### src/rtl/lvl_irq_pkg.sv
// Shared constants and helpers for the routed level interrupt aggregator.
// Assumes byte addressing with 32-bit registers on a 4-byte stride.
package lvl_irq_pkg;
    localparam int REG_W       = 32;
    localparam int CFG_OFFSET  = 0;
    localparam int LINE_BASE   = 4;
    localparam int LINE_STRIDE = 4;

    // Byte offset of the register that belongs to request line j.
    function automatic int line_offset(input int j);
        return LINE_BASE + LINE_STRIDE * j;
    endfunction
endpackage

### src/rtl/lvl_irq_sync.sv
// Multi-stage synchronizer for a bus of independent asynchronous bits.
// Assumes each bit is a slow level, so bits need no mutual coherence.
module lvl_irq_sync #(
    parameter int W      = 9,
    parameter int STAGES = 2
) (
    input  logic         clk,
    input  logic         rst_n,
    input  logic [W-1:0] d,
    output logic [W-1:0] q
);
    logic [W-1:0] stg [STAGES];

    // Shift the raw levels through the flop chain.
    always_ff @(posedge clk) begin
        if (!rst_n) begin
            for (int i = 0; i < STAGES; i++) stg[i] <= '0;
        end else begin
            stg[0] <= d;
            for (int i = 1; i < STAGES; i++) stg[i] <= stg[i-1];
        end
    end

    assign q = stg[STAGES-1];
endmodule

### src/rtl/lvl_irq_polarity.sv
// Holds the software polarity word and turns synchronized levels into
// per-source "active" flags. Sources in FIXED_MASK ignore the stored bit
// and use FIXED_LEVEL instead. Assumes sync_in is already synchronized.
module lvl_irq_polarity #(
    parameter int                  NUM_SRC     = 9,
    parameter logic [NUM_SRC-1:0]  FIXED_MASK  = 9'b1_0000_0110,
    parameter logic [NUM_SRC-1:0]  FIXED_LEVEL = 9'b1_0000_0010
) (
    input  logic               clk,
    input  logic               rst_n,
    input  logic               pol_we,
    input  logic [NUM_SRC-1:0] pol_wdata,
    output logic [NUM_SRC-1:0] pol_q,
    input  logic [NUM_SRC-1:0] sync_in,
    output logic [NUM_SRC-1:0] active
);
    logic [NUM_SRC-1:0] eff_pol;

    // Store the software polarity word.
    always_ff @(posedge clk) begin
        if (!rst_n)      pol_q <= '0;
        else if (pol_we) pol_q <= pol_wdata;
    end

    // Merge the stored polarity with the fixed sense, then compare with the level.
    always_comb begin
        eff_pol = (pol_q & ~FIXED_MASK) | (FIXED_LEVEL & FIXED_MASK);
        active  = ~(sync_in ^ eff_pol);
    end

    AST_FIXED_IGNORES_CFG: assert property (@(posedge clk) disable iff (!rst_n)
        ((sync_in & FIXED_MASK) == ($past(sync_in) & FIXED_MASK))
        |-> ((active & FIXED_MASK) == ($past(active) & FIXED_MASK)));

    AST_POL_WRITE_LANDS: assert property (@(posedge clk) disable iff (!rst_n)
        pol_we |=> (pol_q == $past(pol_wdata)));
endmodule

### src/rtl/lvl_irq_line.sv
// One request line: per-source enables and sticky pending flags.
// An acknowledge (write 1) wins over a set on the same edge, so a source
// that is still active re-pends one edge later. Assumes 'active' is synchronous.
module lvl_irq_line #(
    parameter int NUM_SRC = 9
) (
    input  logic               clk,
    input  logic               rst_n,
    input  logic               wr_hit,
    input  logic [NUM_SRC-1:0] wr_en_bits,
    input  logic [NUM_SRC-1:0] wr_ack_bits,
    input  logic [NUM_SRC-1:0] active,
    output logic [NUM_SRC-1:0] en_q,
    output logic [NUM_SRC-1:0] pend_q,
    output logic               req
);
    logic [NUM_SRC-1:0] clr;

    // Acknowledge mask, non-zero only on a write that targets this line.
    assign clr = wr_hit ? wr_ack_bits : '0;

    // Update the enables and the sticky pending flags.
    always_ff @(posedge clk) begin
        if (!rst_n) begin
            en_q   <= '0;
            pend_q <= '0;
        end else begin
            if (wr_hit) en_q <= wr_en_bits;
            pend_q <= (pend_q | active) & ~clr;
        end
    end

    // Raise the line while any enabled source is pending.
    assign req = |(en_q & pend_q);

    AST_PEND_SETS: assert property (@(posedge clk) disable iff (!rst_n)
        1'b1 |=> ((($past(active) & ~$past(clr)) & ~pend_q) == '0));

    AST_PEND_SOURCE: assert property (@(posedge clk) disable iff (!rst_n)
        1'b1 |=> (((pend_q & ~$past(pend_q)) & ~$past(active)) == '0));

    AST_PEND_STICKY: assert property (@(posedge clk) disable iff (!rst_n)
        1'b1 |=> ((($past(pend_q) & ~$past(clr)) & ~pend_q) == '0));

    AST_ACK_CLEARS: assert property (@(posedge clk) disable iff (!rst_n)
        1'b1 |=> (($past(clr) & pend_q) == '0));

    AST_FLUSH: assert property (@(posedge clk) disable iff (!rst_n)
        (wr_hit && (wr_en_bits == '0) && (&wr_ack_bits))
        |=> ((pend_q == '0) && (en_q == '0)));
endmodule

### src/rtl/lvl_irq_steer.sv
// Top of the routed level interrupt aggregator: synchronizer, polarity
// stage, one line register per request line, address decode and read mux.
// Assumes single-cycle register writes and a combinational read path.
module lvl_irq_steer
    import lvl_irq_pkg::*;
#(
    parameter int                 NUM_SRC     = 9,
    parameter int                 NUM_LINES   = 3,
    parameter int                 ADDR_W      = 8,
    parameter int                 SYNC_STAGES = 2,
    parameter int                 PEND_LSB    = 16,
    parameter logic [NUM_SRC-1:0] FIXED_MASK  = 9'b1_0000_0110,
    parameter logic [NUM_SRC-1:0] FIXED_LEVEL = 9'b1_0000_0010
) (
    input  logic                 clk,
    input  logic                 rst_n,
    input  logic [ADDR_W-1:0]    reg_addr,
    input  logic                 reg_we,
    input  logic [REG_W-1:0]     reg_wdata,
    output logic [REG_W-1:0]     reg_rdata,
    input  logic [NUM_SRC-1:0]   irq_src,
    output logic [NUM_LINES-1:0] irq_req
);
    localparam logic [REG_W-1:0] SRC_ONES  = REG_W'((64'd1 << NUM_SRC) - 64'd1);
    localparam logic [REG_W-1:0] USED_MASK = SRC_ONES | (SRC_ONES << PEND_LSB);

    logic [NUM_SRC-1:0]   sync_lvl;
    logic [NUM_SRC-1:0]   src_active;
    logic [NUM_SRC-1:0]   pol_q;
    logic                 cfg_hit;
    logic [NUM_LINES-1:0] line_hit;
    logic [NUM_SRC-1:0]   en_q   [NUM_LINES];
    logic [NUM_SRC-1:0]   pend_q [NUM_LINES];
    logic                 unused_wdata;

    // Write data bits outside the enable and pending fields have no storage.
    assign unused_wdata = ^(reg_wdata & ~USED_MASK);

    // Decode the polarity register address.
    assign cfg_hit = (reg_addr == ADDR_W'(CFG_OFFSET));

    lvl_irq_sync #(.W(NUM_SRC), .STAGES(SYNC_STAGES)) u_sync (
        .clk   (clk),
        .rst_n (rst_n),
        .d     (irq_src),
        .q     (sync_lvl)
    );

    lvl_irq_polarity #(
        .NUM_SRC     (NUM_SRC),
        .FIXED_MASK  (FIXED_MASK),
        .FIXED_LEVEL (FIXED_LEVEL)
    ) u_pol (
        .clk       (clk),
        .rst_n     (rst_n),
        .pol_we    (reg_we && cfg_hit),
        .pol_wdata (reg_wdata[NUM_SRC-1:0]),
        .pol_q     (pol_q),
        .sync_in   (sync_lvl),
        .active    (src_active)
    );

    for (genvar j = 0; j < NUM_LINES; j++) begin : g_line
        localparam int OFF = line_offset(j);

        // Decode this line's register address.
        assign line_hit[j] = (reg_addr == ADDR_W'(OFF));

        lvl_irq_line #(.NUM_SRC(NUM_SRC)) u_line (
            .clk         (clk),
            .rst_n       (rst_n),
            .wr_hit      (reg_we && line_hit[j]),
            .wr_en_bits  (reg_wdata[NUM_SRC-1:0]),
            .wr_ack_bits (reg_wdata[PEND_LSB +: NUM_SRC]),
            .active      (src_active),
            .en_q        (en_q[j]),
            .pend_q      (pend_q[j]),
            .req         (irq_req[j])
        );
    end

    // Select the addressed register onto the read bus.
    always_comb begin
        reg_rdata = '0;
        if (cfg_hit) reg_rdata[NUM_SRC-1:0] = pol_q;
        for (int j = 0; j < NUM_LINES; j++) begin
            if (line_hit[j]) begin
                reg_rdata[NUM_SRC-1:0]          = en_q[j];
                reg_rdata[PEND_LSB +: NUM_SRC]  = pend_q[j];
            end
        end
    end

    AST_RESERVED_ZERO: assert property (@(posedge clk) disable iff (!rst_n)
        ((reg_rdata & ~USED_MASK) == '0));

    AST_RESET_STATE: assert property (@(posedge clk)
        !rst_n |=> ((reg_rdata == '0) && (irq_req == '0)));
endmodule

### config.mk
export PLATFORM = sky130hd
export DESIGN_NAME = lvl_irq_steer
export DESIGN_NICKNAME = d
export VERILOG_FILES = /design/src/rtl/lvl_irq_pkg.sv /design/src/rtl/lvl_irq_sync.sv /design/src/rtl/lvl_irq_polarity.sv /design/src/rtl/lvl_irq_line.sv /design/src/rtl/lvl_irq_steer.sv
export SDC_FILE = /design/constraint.sdc
export NUM_CORES = 1
export LEC_CHECK = 0
export ABC_AREA = 1
export BUFFER_PORTS_ARGS = -buffer_cell sky130_fd_sc_hd__buf_4
export CORE_UTILIZATION = 49
export DETAILED_ROUTE_END_ITERATION = 7
export PLACE_DENSITY = 0.82
export SETUP_SLACK_MARGIN = 0.5
export SLEW_MARGIN = 20
export SYNTH_ARGS = -nofsm -noshare
export SYNTH_HDL_FRONTEND = slang
export SYNTH_HIERARCHICAL = 1
export SYNTH_SLANG_ARGS = --single-unit
export TNS_END_PERCENT = 30
### constraint.sdc
create_clock -name clk -period 1.7 [get_ports clk]
set_input_delay 0.51 -clock clk [delete_from_list [all_inputs] [get_ports clk]]
set_output_delay 0.51 -clock clk [all_outputs]
set_load 0.02 [all_outputs]
==> summary.md, run 1 <==
| Metric | Value |
|---|---|
| Vias per std cell | 5.62 |
| Worst Skew | 0.00847 ns |
| Clock tree buffer depth | 2 |
| Number of synthesized register bits | 81 |
| Unrepaired setup endpoints after global routing | true |
| Nets | 657 |
| Top cell type's share of synthesized area | 42.1% |
| Sequential power share | 50.8% |
| Crit. End Element | output port |
| Final Max Tran Viols | 0 |
| Via count | 3987 |
| Hold buffer count at CTS | 0 |
| Clk pwr share | 38.6% |
| Layout cells sized above 1 | 50.2% |
| First DRT Iteration DRCs | 426 |
| Worst path required time | 1.19 ns |
| Hold Vio Cnt, Final | 0 |
| Most frequent cell after synthesis | nand2_1 |
| Pwr Density | 712 nW/µm² |
| Worst R2R Path Depth | 3 |
| First-pass GRT wire length | 18.6 mm |
| P_sw | 1.00 mW |
| Die height | 90.7 µm |
| Port bufs | 58 |
| Area of the multi-input gates | 2180 µm² |
| Design area | 5570 µm² |
| Crit Path Max Fanout | 8 |
| TritonCTS clock tree | yes |
| DP HPWL | 7.36 mm |
| Clock root cell | clkbuf_8 |
| # IOs | 87 |
| Post-route setup slack | -0.363 ns |
| Maxcap violations | 0 |
| Startpoint types | primary input |
| Rows | 31 |
| Critical path class | in2out |
| FMAX | 485 MHz |
| Post-synthesis sequential area ratio | 42.1% |
| Die W | 90.7 µm |
| CTS buffer count | 9 |
| Period utilisation layout | 121% |
| Yosys warns | 6 |
| Arrival time at the worst endpoint | 1.55 ns |
| Largest net degree at the start of global routing | 24 |
| Initial Utilization | 52.0% |
| Peak VDD IR | 0.526 mV |
| Leak | 2.62 nW |
| Vias in the first global route | 3771 |
| Hold Crit Class | in2reg |
| H-tree levels | 3 |
| Outcome | complete, but fails checks |
| Post-route DRC | 0 |
| Hold Path Stages | 3 |
| GP Congestion | 0.909 |
| Number of synthesized flops with an enable pin | 0 |
| Ys flop type | dfxtp_1 |
| Sw Share | 25.3% |
| Cells after synthesis | 515 |
| Routed len/inst | 18.0 µm |
| Distinct cell type count after synthesis | 28 |
| Total chip power | 3.96 mW |
| Register area | 1670 µm² |
| Post-Route Utilization | 75.2% |
| Mapped Avg Cell Area | 7.48 µm² |
| Final global-route overflow total | 0 |
| Int Pwr | 2.96 mW |
| Final ANT Viol Nets | 0 |
| DIE AREA | 8220 µm² |
| Sink Count | 81 |
| Largest area contributor in the netlist | dfxtp_1 |
| Failing checks | negative setup slack |
| Async set-reset flop share out of synthesis | 0% |
| Dpl cell area | 4540 µm² |
| Mapped cell area | 3850 µm² |
| CTS clk-pin slew, worst paths | 0.08 ns |
| Fillers | 499 |
| Final Critical Period | 2.06 ns |
| Logic pwr share | 10.5% |
| Top post-synthesis cells by area | dfxtp_1 (42%), nand2_1 (10%), nor2_1 (6.8%), nand3_1 (6.5%), buf_4 (5.6%) |
| Gr usage total | 29.1% |
| Final WL | 12.8 mm |
| Initial antenna violation count | 0 |
| Final setup viols | 21 |
| Drt pass-1 iters | 5 |
| Layout area overhead | 44.5% |
| Commonest cells in the synthesized netlist | nand2_1 (103), dfxtp_1 (81), nor2_1 (70), nand3_1 (50), inv_1 (36) |
| Core footprint | 7410 µm² |
| Antenna cells | 0 |
| Clk Latency, worst-skew pair | 0.36 ns |
[layout by cell type, fill, tap and decap left out, types with 11 or more instances in the layout]
| cell type | netlist | layout |
|---|---|---|
| inv_1 | 36 | 29 |
| conb_1 | 1 | 14 |
| buf_6 | 12 | 31 |
| a21oi_2 | 3 | 19 |
| nand2_2 | 4 | 28 |
| nand3_2 | 1 | 16 |
| nor2_2 | 13 | 20 |
| buf_12 | 2 | 11 |
| dfxtp_1 | 81 | 43 |
| nor2_1 | 70 | 58 |
| o21ai_0 | 24 | 24 |
| dfxtp_2 | 0 | 36 |
| o21ai_2 | 6 | 20 |
| nand2_1 | 103 | 72 |
| buf_4 | 29 | 58 |
| nand3_1 | 50 | 31 |
[power by group through the flow]
| stage | Sequential [mW] | Combinational, mW | Clock, mW |
|---|---|---|---|
| 6_report | 2.01 | 0.418 | 1.53 |
| 5_1_grt | 2.02 | 0.444 | 1.62 |
| 4_1_cts | 2.01 | 0.379 | 1.53 |
| 3_5_place_dp | 2.05 | 0.321 | 0 |
| 3_3_place_gp | 2.05 | 0.307 | 0 |
| 2_1_floorplan | 2.03 | 0.224 | 0 |
[flip-flops by register name, summed over array words and instances, names as in the netlist]
name	flops
g_line.u_line/en_q	27
g_line.u_line/pend_q	27
u_sync/stg	18
u_pol/pol_q	9
[logic make-up (layout without fill, tap and decap cells)]
kind of cell	count (synthesis)	count (layout)	share of synthesized area [%]
compound gates	81	81	11.4
simple gates	260	260	30.4
flops	81	81	42.1
other cells	1	14	0.0973
xor+xnor	6	6	1.36
buf+inv	86	168	14.7
[path summary, 6_finish.rpt]
check | start | slack (ns) | endpoint
hold / removal | irq_src[3] | 0.33 | u_sync/stg[0][3]$_SDFF_PN0_
setup reg to reg | u_pol/pol_q[4]$_SDFFE_PN0P_ | 0.60 | g_line[1].u_line/pend_q[4]$_SDFF_PN0_
setup / recovery | reg_addr[4] | -0.36 | reg_rdata[8]
hold reg to reg | u_sync/stg[0][7]$_SDFF_PN0_ | 0.41 | u_sync/stg[0][16]$_SDFF_PN0_
[cell type report]
class / count / share of cell area, %
multi-input cells: 361 / 39.2
repair buffers: 111 / 21.5
flip-flops and latches: 81 / 30.1
clock inverters: 6 / 1.48
clock buffers: 10 / 2.29
well taps: 99 / 2.22
inverters: 41 / 3.30
[timing repair]
action                                 4_1_cts  5_1_grt
cloned                                       2        0
endpoints found under the hold margin        0        0
pin swaps                                   56       99
buffers inserted                            11        9
setup endpoints to repair                   84       84
gates resized for setup                    118       73
[through the flow]
stage / TNS [ns] / setup WS, ns / cells / hold slack [ns]
2_1_floorplan: -0.844 / -0.0859 / 528 / 0.386
3_3_place_gp: -7.58 / -0.337 / 671 / 0.394
3_5_place_dp: -8.59 / -0.383 / 671 / 0.395
4_1_cts: -5.49 / -0.343 / 700 / 0.321
5_1_grt: -6.78 / -0.399 / 709 / 0.324
6_report: -6.00 / -0.363 / 709 / 0.330
[metal layers]
metal,global-route usage (%),routed length (µm)
met2,49.8,6460
met4,18.0,661
met3,5.30,1060
met5,0,0
met1,33.4,4600
[worst max-delay path, cell delays in order]
cell and delay (ns):
buf_8 0.10, nor2_4 0.12, nand3_4 0.10, nor2_4 0.18, buf_12 0.13, buf_16 0.13, nand2_1 0.06, nand4_1 0.08
buf_6 0.13
No activity file was read; power rests on OpenSTA's default activity.
==> inputs of run 2 (changes only) <==
Settings changed: CORE_UTILIZATION 49 to 50, PLACE_DENSITY 0.82 to 0.81, SLEW_MARGIN 20 to default.
Clock period 1.7 ns to 2.16 ns, I/O delays scaled along.
==> run 2 against run 1 <==
Compared with the run above:
- the flow still finishes with violations (negative setup slack)
- die area shrank 2.0%
- core utilization fell by 7.0 points
- sequential power down 21%
- sequential share of layout area up 2.9 points
- total power down 22%
- setup slack gained 0.20 ns
- hold slack improved by 0.084 ns
- clock power decreased by 20%
- critical path type unchanged
- highest routed layer unchanged
==> summary.md, run 2 (synthesis results as in run 1) <==
| Metric | Value |
|---|---|
| Outcome | complete, but fails checks |
| Failing checks | negative setup slack |
| Clock tree buffer depth | 2 (unchanged) |
| Final Max Tran Viols | 0 (unchanged) |
| H-tree levels | 3 (unchanged) |
| Min Hold Slack | 0.414 ns (+0.0844 ns) |
| Die height | 89.8 µm (-0.99%) |
| CTS clk-pin slew, worst paths | 0.08 ns (about the same) |
| Most common cell after layout, fill and taps aside | nand2_1 |
| Antenna cells | 0 (unchanged) |
| Final WL | 11.0 mm (-14%) |
| Initial antenna violation count | 0 (unchanged) |
| Worst path required time | 1.51 ns (+0.32 ns) |
| Core footprint | 7370 µm² (-0.52%) |
| Hold buffer count at CTS | 0 (unchanged) |
| Final global-route overflow total | 0 (unchanged) |
| P_sw | 0.755 mW (-25%) |
| Hold Vio Cnt, Final | 0 (unchanged) |
| Port bufs | 58 (unchanged) |
| Routed len/inst | 16.1 µm (-11%) |
| Setup Slack @ Placement | -0.162 ns (+0.221 ns) |
| Leak | 2.37 nW (-9.6%) |
| Clk Latency, worst-skew pair | 0.36 ns (about the same) |
| Vias per std cell | 5.45 (-3.2%) |
| Final ANT Viol Nets | 0 (unchanged) |
| First DRT Iteration DRCs | 330 (-23%) |
| Initial Utilization | 52.3% (+0.27 points) |
| Gr usage total | 26.6% (-2.5 points) |
| Maxcap violations | 0 (unchanged) |
| DIE AREA | 8060 µm² (-2.0%) |
| FMAX | 430 MHz |
| Slew of the pin with the lowest slew margin | 0.499 ns |
| Final setup viols | 18 (-14%) |
| Sink Count | 81 (unchanged) |
| Crit Path Max Fanout | 9 (+1) |
| Via count | 3714 (-6.8%) |
| Logic pwr share | 9.2% (-1.3 points) |
| Slowest CP cell | nor2_4 |
| Int Pwr | 2.34 mW (-21%) |
| Pwr Density | 615 nW/µm² (-14%) |
| Nets | 631 (-4.0%) |
| Most frequent cells in the layout | nand2_1 (96), nor2_1 (63), dfxtp_1 (60) |
| Layout cells sized above 1 | 35.0% (-15 points) |
| Hold Crit Class | reg2reg |
| Final Critical Period | 2.33 ns |
| Sequential power share | 51.1% (+0.3 points) |
| Unrepaired setup endpoints after global routing | true |
| Clk pwr share | 39.6% (+1.0 points) |
| DP HPWL | 7.15 mm (-2.8%) |
| CP bufs+invs | 4 (unchanged) |
| Worst Skew | 0.0130 ns (+0.00456 ns) |
| Clock root cell | clkbuf_8 |
| Peak VDD IR | 0.525 mV (-0.15%) |
| Rows | 31 (unchanged) |
| Critical path class | in2out |
| Sw Share | 24.4% (-0.92 points) |
| Vias in the first global route | 3562 (-5.5%) |
| CP dominant cell by count | buf_4 |
| CTS buffer count | 9 (unchanged) |
| Post-route setup slack | -0.167 ns (+0.197 ns) |
| Crit path max-delay family | buffers and inverters |
| Biggest regs | g_line.u_line/en_q x27, g_line.u_line/pend_q x27, u_sync/stg x18 |
| GP Congestion | 0.892 (-1.9%) |
| Largest net degree at the start of global routing | 53 (+120%) |
| # IOs | 87 (unchanged) |
| Worst rel slew slack | 66.5% |
| Post-route DRC | 0 (unchanged) |
| TritonCTS clock tree | yes |
| Arrival time at the worst endpoint | 1.68 ns (+0.13 ns) |
| Crit path cell chain | buf_4, buf_4, nand2_4, nor2_4, buf_8, nand3_1, nand4_1, buf_4 |
| Crit. End Element | output port |
| Drt pass-1 iters | 5 (unchanged) |
| First-pass GRT wire length | 16.7 mm (-10%) |
| Die W | 89.8 µm (-0.99%) |
| Layout area overhead | 30.4% |
| Slowest stage delay, CP | 0.22 ns (+0.04 ns) |
| Period utilisation layout | 108% |
| Startpoint types | primary input |
==> run 2: metrics by stage <==
step / std cells / area (µm²) / util, % / setup TNS (ns) / total power, mW
CTS: 680 / 4820 / 65.4 / -1.98 / 3.07
finish: 682 / 5020 / 68.2 / -2.21 / 3.09
global placement: 663 / 4480 / 60.8 / -1.75 / 1.85
floorplan: 528 / 4030 / - / 0 / 1.77
global route: 682 / 5020 / 68.2 / -3.09 / 3.19
detailed placement: 663 / 4480 / 60.8 / -2.31 / 1.86
==> run 2: per-layer routing <==
layer / up-vias / global-route usage, % / part of all wire [%]
li1: 1743 / - / -
met1: 1734 / 30.9 / 38
met2: 196 / 44.5 / 50
met3: 41 / 5.08 / 7.8
met4: 0 / 18.0 / 4.0
met5: - / 0 / 0
==> run 2: final timing paths <==
| kind | startpoint | to | slack [ns] | cells after the start |
|---|---|---|---|---|
| worst min-delay path | u_sync/stg[0][4]$_SDFF_PN0_ | u_sync/stg[0][13]$_SDFF_PN0_ | 0.41 | 2 |
| worst max-delay path | reg_addr[3] | reg_rdata[6] | -0.17 | 8 |
| worst min register to register | u_sync/stg[0][4]$_SDFF_PN0_ | u_sync/stg[0][13]$_SDFF_PN0_ | 0.41 | 2 |
| worst max register to register | u_pol/pol_q[7]$_SDFFE_PN0P_ | g_line[0].u_line/pend_q[7]$_SDFF_PN0_ | 1.06 | 3 |
==> run 2: tightest hold or removal path, cell delays in order, from the launching register on <==
cell     delay [ns]
dfxtp_1        0.31
nand2_1        0.05
inv_1          0.04
==> run 2: what timing repair did <==
| action | in CTS | in global routing |
|---|---|---|
| resized for setup | 39 | 47 |
| gates cloned | 1 | 1 |
| setup endpoints to repair | 38 | 42 |
| pin swaps | 12 | 19 |
| setup buffers | 1 | 1 |
==> run 2: cell type report <==
class | count | area, µm²
Fill cell | 577 | 2340
Multi-Input combinational cell | 361 | 1960
Sequential cell | 81 | 1660
Timing Repair Buffer | 85 | 892
Inverter | 41 | 174
Clock buffer | 10 | 138
Tap cell | 99 | 124
Clock inverter | 5 | 80.1
==> run 2: power groups by stage <==
stage | sequential [mW] | combinational, mW | clock, mW
2_1_floorplan | 1.60 | 0.173 | 0
3_3_place_gp | 1.61 | 0.239 | 0
3_5_place_dp | 1.61 | 0.250 | 0
4_1_cts | 1.58 | 0.263 | 1.23
5_1_grt | 1.59 | 0.306 | 1.29
6_report | 1.58 | 0.285 | 1.23
==> inputs of run 3 (changes only) <==
Settings changed: ABC_AREA 1 to default.
==> run 3 against run 2 <==
Compared with the run above:
- the run still ends with negative setup slack left
- routed wire length fell by 11%
- global-route usage fell by 1.9 points
- fmax rose by 1.4%
- critical path type unchanged
- largest cell class unchanged
- largest power group unchanged
- highest routed layer unchanged
==> summary.md, run 3 <==
| Metric | Value |
|---|---|
| Post-Route Utilization | 71.8% (+3.6 points) |
| Failing checks | negative setup slack |
| Clock root cell | clkbuf_8 |
| Most common cell after layout, fill and taps aside | dfxtp_1 |
| DIE AREA | 7740 µm² (-3.9%) |
| First-pass GRT wire length | 13.8 mm (-17%) |
| FMAX | 436 MHz (+1.4%) |
| Core footprint | 6980 µm² (-5.3%) |
| Top cell type's share of synthesized area | 43.8% (+1.8 points) |
| Drt pass-1 iters | 4 (-1) |
| Int Pwr | 2.10 mW (-10%) |
| Layout cells sized above 1 | 47.9% (+13 points) |
| Initial Utilization | 53.0% (+0.68 points) |
| CP dominant cell by count | buf_6 |
| Final ANT Viol Nets | 0 (unchanged) |
| Worst Skew | 0.00550 ns (-0.00753 ns) |
| DP HPWL | 6.23 mm (-13%) |
| Cells after synthesis | 348 (-32%) |
| Min Hold Slack | 0.436 ns (+0.0221 ns) |
| Slowest CP cell | nor4_4 |
| Sequential power share | 56.2% (+5.1 points) |
| Die height | 88.0 µm (-2.0%) |
| Nets | 485 (-23%) |
| Crit. End Element | output port |
| Post-route DRC | 0 (unchanged) |
| Sink Count | 81 (unchanged) |
| Async set-reset flop share out of synthesis | 0% (unchanged) |
| Total negative setup slack | -1.64 ns (+0.564 ns) |
| Outcome | complete, but fails checks |
| Reg2Reg Launch Point | u_pol/pol_q[4]$_SDFFE_PN0P_ |
| Final setup viols | 19 (+1) |
| Worst R2R Path Depth | 3 (unchanged) |
| Total chip power | 2.81 mW (-9.2%) |
| Adder-Cell Fraction of Synth Area | 0% (unchanged) |
| Final global-route overflow total | 0 (unchanged) |
| Fillers | 505 (-12%) |
| Dpl cell area | 4390 µm² (-2.1%) |
| Setup Slack @ Placement | -0.345 ns (-0.183 ns) |
| H-tree levels | 3 (unchanged) |
| Largest net degree at the start of global routing | 47 (-11%) |
| Commonest cells in the synthesized netlist | dfxtp_1 (81), nor2b_1 (37), mux2i_1 (36), buf_4 (28), a21oi_1 (27) |
| Design area | 5010 µm² (-0.22%) |
| Worst path required time | 1.51 ns (about the same) |
| Pwr Density | 560 nW/µm² (-9.0%) |
| First DRT Iteration DRCs | 183 (-45%) |
| Clk pwr share | 31.8% (-7.8 points) |
| Routed len/inst | 18.3 µm (+14%) |
| Antenna cells | 0 (unchanged) |
| Die W | 88.0 µm (-2.0%) |
| Leak | 1.88 nW (-21%) |
| Hold buffer count at CTS | 0 (unchanged) |
| Hold Path Stages | 1 (-1) |
| Gr usage total | 24.7% (-1.9 points) |
| Crit path cell chain | buf_6, nor4_4, buf_4, buf_6, and3_4, buf_6 |
| Crit Path Max Fanout | 5 (-4) |
| Post-Synth XOR/XNOR Area | 1.42% (+0.057 points) |
| Layout area overhead | 35.6% |
| Period utilisation layout | 106% (-1.5 points) |
| Yosys warns | 6 (unchanged) |
| Arrival time at the worst endpoint | 1.65 ns (-0.03 ns) |
| Hold-critical path endpoint | u_sync/stg[0][12]$_SDFF_PN0_ |
| Largest family of logic cells by synthesized area | multiplexers |
| Unrepaired setup endpoints after global routing | true |
| Crit path launch | reg_addr[1] |
| CTS buffer count | 9 (unchanged) |
| Most frequent cells in the layout | dfxtp_1 (74), buf_6 (49), buf_4 (48) |
| Initial antenna violation count | 0 (unchanged) |
| Ys flop type | dfxtp_1 |
| Clock tree buffer depth | 2 (unchanged) |
| Startpoint types | primary input |
| # IOs | 87 (unchanged) |
| Biggest regs | g_line.u_line/en_q x27, g_line.u_line/pend_q x27, u_sync/stg x18 |
| Peak VDD IR | 0.429 mV (-18%) |
| Hold Vio Cnt, Final | 0 (unchanged) |
| Synth Area in Compound Gates | 12.5% (+1.1 points) |
| Post-synthesis sequential area ratio | 43.8% (+1.8 points) |
| CTS clk-pin slew, worst paths | 0.07 ns (about the same) |
| Maxcap violations | 0 (unchanged) |
| Vias per std cell | 5.42 (-0.42%) |
| GP Congestion | 0.849 (-4.7%) |
| Number of synthesized register bits | 81 (unchanged) |
| Number of synthesized flops with an enable pin | 0 (unchanged) |
| Post-synthesis simple-gate area fraction | 13.8% (-17 points) |
| Critical path class | in2out |
| Largest area contributor in the netlist | dfxtp_1 |
| Area of the multi-input gates | 2030 µm² (+3.5%) |
| Mux cell area share after synthesis | 18.2% (+18 points) |
| Most frequent cell after synthesis | dfxtp_1 |
| Logic pwr share | 12.0% (+2.8 points) |
| Final Max Tran Viols | 0 (unchanged) |
| Vias in the first global route | 2663 (-25%) |
| Mapped cell area | 3700 µm² (-4.0%) |
| Distinct cell type count after synthesis | 30 (+7.1%) |
| FF-to-FF End | g_line[1].u_line/pend_q[4]$_SDFF_PN0_ |
| TritonCTS clock tree | yes |
| Post-route setup slack | -0.135 ns (+0.0319 ns) |
| Top post-synthesis cells by area | dfxtp_1 (44%), mux2i_1 (9.7%), nor2b_1 (6.3%), buf_4 (5.7%), mux4_2 (4.3%) |
| Rows | 30 (-3.2%) |
| Final instance count without filler cells | 530 (-22%) |
| Hold path start | u_sync/stg[0][3]$_SDFF_PN0_ |
| Placed cells | 500 (-25%) |
| Hold Crit Class | reg2reg |
| P_sw | 0.704 mW (-6.8%) |
| Via count | 2874 (-23%) |
| Sw Share | 25.1% (+0.64 points) |
| Clk Latency, worst-skew pair | 0.35 ns (about the same) |
| Port bufs | 58 (unchanged) |
| Slowest stage delay, CP | 0.28 ns (+0.06 ns) |
| Final Critical Period | 2.29 ns (-0.0319 ns) |
| Register area | 1630 µm² (-1.5%) |
| Mapped Avg Cell Area | 10.6 µm² (+42%) |
| Final WL | 9.71 mm (-11%) |
| FF-to-FF setup slack | 1.14 ns (+0.08 ns) |
[run 3: changes by cell type after synthesis, sizes merged, moves of 8 or more]
cell   delta
and3      +9
nand4     -8
mux2i    +36
a22oi    +12
o21ai    -27
nor2b    +37
and2     +18
nor2     -74
nand2   -107
mux2      +9
nand3    -48
mux4      +9
inv      -39
[run 3: kinds of logic (layout without fill, tap and decap cells)]
logic type	after synthesis	in the layout
flops	81	81
compound gates	75	75
xor+xnor	6	6
other cells	1	14
simple gates	85	85
buf+inv	46	119
mux	54	54
[run 3: routing by layer]
| metal | vias to the layer above | share of wire [%] | GRT usage, % |
|---|---|---|---|
| met5 | - | 0 | 0 |
| li1 | 1367 | - | - |
| met1 | 1392 | 46 | 33.1 |
| met3 | 16 | 3.7 | 4.62 |
| met4 | 0 | 2.6 | 10.7 |
| met2 | 99 | 48 | 38.9 |
[run 3: what timing repair did]
item                       4_1_cts  5_1_grt
buffers inserted                 4       12
resized for setup               68       25
pin swaps                       36       32
cloned                           2        0
setup endpoints to repair       56       84
[run 3: cell type report]
| type | instances | area share (%) |
|---|---|---|
| multi-input cells | 234 | 40.5 |
| flip-flops and latches | 81 | 32.5 |
| repair buffers | 105 | 21.7 |
| clock buffers | 10 | 2.55 |
| well taps | 96 | 2.40 |
| clock inverters | 2 | 0.200 |
| inverters | 2 | 0.150 |
[run 3: worst max-delay path: cells and delay by family]
family                 cells  cell delay [ns]
buffers and inverters      4             0.51
and+or+nand+nor            2             0.47
[run 3: worst max-delay path by stage]
| stage | slack [ns] | end | depth (start not counted) |
|---|---|---|---|
| 2_1_floorplan | 0.06 | reg_rdata[6] | 3 |
| 3_3_place_gp | -0.31 | reg_rdata[3] | 4 |
| 3_5_place_dp | -0.34 | reg_rdata[0] | 4 |
| 4_1_cts | -0.10 | reg_rdata[3] | 6 |
| 5_1_grt | -0.16 | reg_rdata[3] | 6 |
| 6_report | -0.13 | reg_rdata[3] | 6 |
[run 3: power by group through the flow]
stage	logic, mW	registers, mW	clock network, mW
final	0.337	1.58	0.892
after global routing	0.357	1.58	0.962
after CTS	0.321	1.57	0.899
after detailed placement	0.283	1.61	0
after global placement	0.277	1.61	0
after floorplan	0.197	1.60	0
